[config.mk]
export PLATFORM = sky130hd
export DESIGN_NAME = periodic_rate_gen
export DESIGN_NICKNAME = d
export VERILOG_FILES = /design/src/rtl/rtg_pkg.sv /design/src/rtl/rtg_prescaler.sv /design/src/rtl/rtg_rate_tap.sv /design/src/rtl/rtg_flag.sv /design/src/rtl/periodic_rate_gen.sv
export SDC_FILE = /design/constraint.sdc
export NUM_CORES = 1
export LEC_CHECK = 0
export BUFFER_PORTS_ARGS = -buffer_cell sky130_fd_sc_hd__buf_2
export CAP_MARGIN = 20
export CORE_ASPECT_RATIO = 1.1
export CORE_UTILIZATION = 50
export CTS_CLUSTER_DIAMETER = 80
export DETAILED_ROUTE_END_ITERATION = 7
export HOLD_SLACK_MARGIN = 0.15
export MAX_ROUTING_LAYER = met4
export PLACE_DENSITY = 0.81
export SKIP_LAST_GASP = 1
export SLEW_MARGIN = 30
export SYNTH_ARGS = -nofsm -noshare
export SYNTH_HDL_FRONTEND = slang
export SYNTH_SLANG_ARGS = --single-unit
[constraint.sdc]
create_clock -name clk -period 2.2 [get_ports clk]
set_input_delay 0.22 -clock clk [delete_from_list [all_inputs] [get_ports clk]]
set_output_delay 0.22 -clock clk [all_outputs]
set_load 0.005 [all_outputs]
[src/rtl/rtg_pkg.sv]
// Package: shared types and helpers for the periodic rate generator.
// Assumes the rate field is 4 bits wide and the chain has at least 14 stages.
package rtg_pkg;

    // Prescaler operating mode, decoded from the divider field.
    typedef enum logic [1:0] {
        CHAIN_RUN   = 2'd0,
        CHAIN_HOLD  = 2'd1,
        CHAIN_CLEAR = 2'd2
    } chain_mode_e;

    // Map the divider field to a chain mode.
    function automatic chain_mode_e decode_div(input logic [2:0] dv);
        if (dv[2:1] == 2'b11)
            return CHAIN_CLEAR;
        else if (dv == 3'b010)
            return CHAIN_RUN;
        else
            return CHAIN_HOLD;
    endfunction

    // Stage index of the chain that drives the output for a rate value.
    function automatic logic [3:0] stage_of_rate(input logic [3:0] rs);
        case (rs)
            4'd0:    return 4'd0;
            4'd1:    return 4'd6;
            4'd2:    return 4'd7;
            default: return rs - 4'd2;
        endcase
    endfunction

endpackage

[src/rtl/rtg_prescaler.sv]
// Module: rtg_prescaler
// Binary counter chain that advances on each time-base pulse in run mode.
// It keeps its value in hold mode and is forced to zero in clear mode.
// Assumes tick is a single-cycle enable synchronous to clk.
module rtg_prescaler
    import rtg_pkg::*;
#(
    parameter int unsigned CHAIN_W = 14
) (
    input  logic               clk,
    input  logic               rst_n,
    input  logic               tick,
    input  chain_mode_e        mode,
    output logic [CHAIN_W-1:0] cnt
);

    // Chain register: clear, advance or keep.
    always_ff @(posedge clk) begin
        if (!rst_n)
            cnt <= '0;
        else if (mode == CHAIN_CLEAR)
            cnt <= '0;
        else if (mode == CHAIN_RUN && tick)
            cnt <= cnt + CHAIN_W'(1);
    end

endmodule

[src/rtl/rtg_rate_tap.sv]
// Module: rtg_rate_tap
// Selects one chain stage from the rate field and drives it as the square
// wave. It also flags the pulse at which that stage is about to rise: the
// stage bit is 0, all lower bits are 1 and the chain advances.
// Assumes the stage index fits inside CHAIN_W.
module rtg_rate_tap
    import rtg_pkg::*;
#(
    parameter int unsigned CHAIN_W = 14,
    localparam int unsigned IDX_W = $clog2(CHAIN_W)
) (
    input  logic [CHAIN_W-1:0] cnt,
    input  logic [3:0]         rate_sel,
    input  logic               advance,
    output logic               tap,
    output logic               rise_evt
);

    logic [IDX_W-1:0]   stage;
    logic [CHAIN_W-1:0] match;
    logic               rate_on;

    // Decode the selected stage and whether a rate is chosen at all.
    always_comb begin
        stage   = IDX_W'(stage_of_rate(rate_sel));
        rate_on = (rate_sel != 4'd0);
    end

    // Per-stage term of the "about to rise" pattern.
    for (genvar i = 0; i < CHAIN_W; i++) begin : g_stage
        assign match[i] = (IDX_W'(i) < stage)  ? cnt[i]  :
                          (IDX_W'(i) == stage) ? ~cnt[i] : 1'b1;
    end

    // Output tap and edge event, both gated by a non-zero rate.
    always_comb begin
        tap      = rate_on & cnt[stage];
        rise_evt = rate_on & advance & (&match);
    end

endmodule

[src/rtl/rtg_flag.sv]
// Module: rtg_flag
// Sticky periodic flag: set by an event, cleared by a host read.
// A set in the same cycle as a clear wins, so no event is dropped.
module rtg_flag (
    input  logic clk,
    input  logic rst_n,
    input  logic set_evt,
    input  logic clr_rd,
    output logic flag
);

    // Flag register with set priority over clear.
    always_ff @(posedge clk) begin
        if (!rst_n)
            flag <= 1'b0;
        else if (set_evt)
            flag <= 1'b1;
        else if (clr_rd)
            flag <= 1'b0;
    end

endmodule

[src/rtl/periodic_rate_gen.sv]
// Module: periodic_rate_gen
// Top of the periodic interrupt / square-wave generator. It holds the
// rate/divider register and the enable register, runs the prescaler, taps
// the selected stage and keeps the periodic flag.
// Assumes host strobes are single-cycle and synchronous to clk.
module periodic_rate_gen
    import rtg_pkg::*;
#(
    parameter int unsigned CHAIN_W  = 14,
    parameter logic [2:0]  DIV_RST  = 3'b010,
    parameter logic [3:0]  RATE_RST = 4'b0110
) (
    input  logic       clk,
    input  logic       rst_n,
    input  logic       tb_tick,
    input  logic       wr_a,
    input  logic       wr_b,
    input  logic       rd_c,
    input  logic [7:0] wdata,
    output logic [7:0] reg_a_rd,
    output logic [7:0] reg_b_rd,
    output logic       sqw,
    output logic       pf,
    output logic       irq
);

    logic [2:0]         div_q;
    logic [3:0]         rate_q;
    logic               pie_q;
    logic               sqwe_q;
    chain_mode_e        mode;
    logic [CHAIN_W-1:0] chain_cnt;
    logic               tap;
    logic               rise_evt;
    logic               advance;

    // Rate/divider register load.
    always_ff @(posedge clk) begin
        if (!rst_n) begin
            div_q  <= DIV_RST;
            rate_q <= RATE_RST;
        end else if (wr_a) begin
            div_q  <= wdata[6:4];
            rate_q <= wdata[3:0];
        end
    end

    // Enable register load: periodic enable and square-wave enable.
    always_ff @(posedge clk) begin
        if (!rst_n) begin
            pie_q  <= 1'b0;
            sqwe_q <= 1'b0;
        end else if (wr_b) begin
            pie_q  <= wdata[6];
            sqwe_q <= wdata[3];
        end
    end

    // Mode decode and advance qualifier for the edge detector.
    always_comb begin
        mode    = decode_div(div_q);
        advance = tb_tick & (mode == CHAIN_RUN);
    end

    rtg_prescaler #(.CHAIN_W(CHAIN_W)) i_prescaler (
        .clk   (clk),
        .rst_n (rst_n),
        .tick  (tb_tick),
        .mode  (mode),
        .cnt   (chain_cnt)
    );

    rtg_rate_tap #(.CHAIN_W(CHAIN_W)) i_rate_tap (
        .cnt      (chain_cnt),
        .rate_sel (rate_q),
        .advance  (advance),
        .tap      (tap),
        .rise_evt (rise_evt)
    );

    rtg_flag i_flag (
        .clk     (clk),
        .rst_n   (rst_n),
        .set_evt (rise_evt),
        .clr_rd  (rd_c),
        .flag    (pf)
    );

    // Output gating and register read views.
    always_comb begin
        sqw      = sqwe_q & tap;
        irq      = pf & pie_q;
        reg_a_rd = {1'b0, div_q, rate_q};
        reg_b_rd = {1'b0, pie_q, 2'b00, sqwe_q, 3'b000};
    end

endmodule

==> summary.md <==
| Metric | Value |
|---|---|
| Status | `finished, violations left` |
| Failing checks | `setup timing` |
| Clock sinks | `24` |
| CP startpoint | `rate_q[2]$_SDFFE_PN1P_` |
| Commonest non-fill, non-tap cell in the layout | `nand2_1` |
| Fmax | `around 0.41 GHz` |
| Setup Crit Path Kind | `register to primary output` |
| Number of synthesized flops with an enable pin | `0` |
| HP Class | `input pin to register` |
| Synth Warn # | `0` |
| Antenna violations before repair | `0` |
| Total CTS buffers | `3` |
| Area grow syn2layout | `27.52%` |
| Post-synthesis cell area | `roughly 0.0018 mm²` |
| Syn Area/Cell | `roughly 7.7 µm²` |
| Clk Latency, worst-skew pair | `0.33 ns` |
| Post-synth ARST share | `0%` |
| Slowest cell on crit path | `a2111oi_2` |
| Core Box Area | `~0.0034 mm²` |
| Die area | `0.003863 mm²` |
| CTS clk-pin slew, worst paths | `around 0.14 ns` |
| Final Setup Violations | `2` |
| Pwr/cell area | `between 500 and 600 mW/mm²` |
| Vias in the first global route | `between 1500 and 2000` |
| Largest net degree at the start of global routing | `19` |
| R2r startpoint | `rate_q[2]$_SDFFE_PN1P_` |
| Htree depth | `1` |
| Synth Flop Type | `dfxtp_1` |
| Clk_skew | `0.01505 ns` |
| RSZ-0062 raised after global routing | `yes` |
| Startpoint Class | `register` |
| Pre-antenna DRT Iters | `5` |
| Die height | `between 60 and 70 µm` |
| Layout cells sized above 1 | `between 30% and 40%` |
| Clock Path Buffers | `2` |
| All-Layer GR Usage | `roughly a quarter` |
| Shortest period the worst path allows | `roughly 2.4 ns` |
| Slew Viols, Final | `0` |
| Yosys reg bits | `24` |
| Cell Rows | `22` |
| Clk root buf | `clkbuf_4` |
| Crit path to | `sqw` |
| IO Port Bufs | `24` |
| Post-route ant nets | `0` |
| Syn Inst Count | `roughly 240` |
| Worst ir drop on vdd | `roughly 0.45 mV` |
| Hold Vio Cnt, Final | `0` |
| Static leakage power | `0.0009241 µW` |
| 1st-iter DRT viols | `175` |
| Final hold slack | `approximately 0.14 ns` |
| CTS tree | `done` |
| RR Endpoint | `i_flag.flag$_SDFFE_PN0P_` |
| R2R cell count | `11` |
| Initial Util | `53.44%` |
| CP Capture Type | `primary output` |
| Antenna diode count | `0` |
| Vias | `about 1900` |
| Crit-path max cell delay | `approximately 0.37 ns` |
| Post-route setup slack | `-0.2469 ns` |
| Cell variety after synth | `slightly above 50` |
| Placer Congestion | `between 1 and 1.5` |
| Most frequent cells in the layout | `nand2_1 (29), buf_4 (28), buf_2 (24)` |
| Final #Nets | `just under 300` |
| Global route overflow | `0` |
| Max Cap Viol | `0` |
| Tcrit/Tclk final | `111.2%` |
| DRC | `0` |
| Io pins | `33` |
| DR WL/cell | `roughly 15 µm` |
| CP dominant cell by count | `nand2_4` |
| CP required | `between 1.5 and 2 ns` |
| Design Power | `roughly 1200 µW` |
| Via density | `5.824` |
| DP Wirelength | `3352 µm` |
| Worst-path maximum fanout | `5` |
| Flop-to-flop setup slack | `-0.13 ns` |
| Worst-path cell chain | `buf_6 > or3_4 > nand2_4 > nand2_4 > mux4_2 > nor2_2 > a2111oi_2 > buf_2` |
| First-pass GRT wire length | `7679 µm` |
| Die Wd | `approximately 59 µm` |
| Post-synthesis sequential area ratio | `approximately a quarter` |
| Worst Path Arrival | `2.23 ns` |
| Routed wire length | `slightly below 5000 µm` |
metal layers:
metal	part of all wire (%)	GRT usage, %	vias to the layer above
li1	-	-	923
met1	42	33.25	893
met2	49	43.26	80
met3	5.2	1.772	20
met4	3.7	12.50	0
met5	0	-	-
state kept, by name, indices dropped and copies added (netlist names):
| register | flops |
|---|---|
| div_q | 3 |
| i_flag.flag | 1 |
| i_prescaler.cnt | 14 |
| pie_q | 1 |
| rate_q | 4 |
| sqwe_q | 1 |
worst min-delay path by stage:
stage / startpoint / end / slack (ns) / cells past startpoint
2_1_floorplan: wdata[5] / div_q[1]$_SDFFE_PN1P_ / 0.35 / 2
3_3_place_gp: wdata[2] / rate_q[2]$_SDFFE_PN1P_ / 0.44 / 3
3_5_place_dp: wdata[5] / div_q[1]$_SDFFE_PN1P_ / 0.44 / 3
4_1_cts: rst_n / div_q[1]$_SDFFE_PN1P_ / 0.16 / 2
5_1_grt: wdata[4] / div_q[0]$_SDFFE_PN0P_ / 0.16 / 3
6_report: rst_n / div_q[1]$_SDFFE_PN1P_ / 0.14 / 2
metrics by stage:
step | util (%) | setup WS (ns) | TNS, ns | instance area (µm²) | std cells
2_1_floorplan | - | 0.04068 | 0 | 1842 | 242
3_3_place_gp | 60.38 | 0.03693 | 0 | 2044 | 312
3_5_place_dp | 60.38 | 0.02319 | 0 | 2044 | 312
4_1_cts | 64.93 | -0.2787 | -0.2787 | 2198 | 323
5_1_grt | 68.14 | -0.3304 | -0.5360 | 2307 | 329
6_report | 68.14 | -0.2469 | -0.3786 | 2307 | 329
critical path, delay by kind of cell (launching register included):
| kind | cells | cell delay, ns |
|---|---|---|
| AOI/OAI and AO/OA | 1 | 0.37 |
| buffers and inverters | 2 | 0.31 |
| DFF | 1 | 0.36 |
| and+or+nand+nor | 4 | 0.54 |
| muxes | 1 | 0.33 |
cell type report:
type                    count  area, µm²
clock buffers               3      22.52
clock inverters             1      30.03
fillers                   279       1079
inverters                   5      18.77
multi-input cells         189       1275
flip-flops and latches     24      488.0
well taps                  48      60.06
repair buffers             59      412.9
cell usage after synthesis, types with 4 or more instances:
master,number,area (µm²)
xnor2_1,4,35.03
xor2_1,7,61.31
nand3_1,7,35.03
nand4_1,9,56.30
nor2b_1,6,37.54
nand2_1,31,116.4
or3_1,5,31.28
clkbuf_1,8,30.03
nor2_1,23,86.33
a21oi_1,12,60.06
inv_1,5,18.77
nor3_1,4,20.02
a31oi_1,5,31.28
mux2i_1,12,120.1
o21ai_0,13,65.06
buf_4,12,90.09
dfxtp_1,24,480.5
power by group:
group / switching (µW) / internal (µW) / leakage [µW]
Clock: 134 / 185 / 0.0000279
Combinational: 190 / 178 / 0.000700
Sequential: 19.9 / 448 / 0.000196
repair_timing:
action,in CTS,in global routing
setup endpoints to repair,2,2
hold buffers,4,0
buffers inserted,3,6
resized for setup,11,16
hold endpoints to repair,4,0
pin swaps,7,11
logic make-up after synthesis:
family | share of synthesized area (%)
xor+xnor | 5.325
compound gates | 20.33
buf+inv | 8.714
simple gates | 28.84
mux | 8.645
other cells | 0.2073
fa+ha+maj | 1.383
flops | 26.56
No activity file was read; power rests on OpenSTA's default activity.
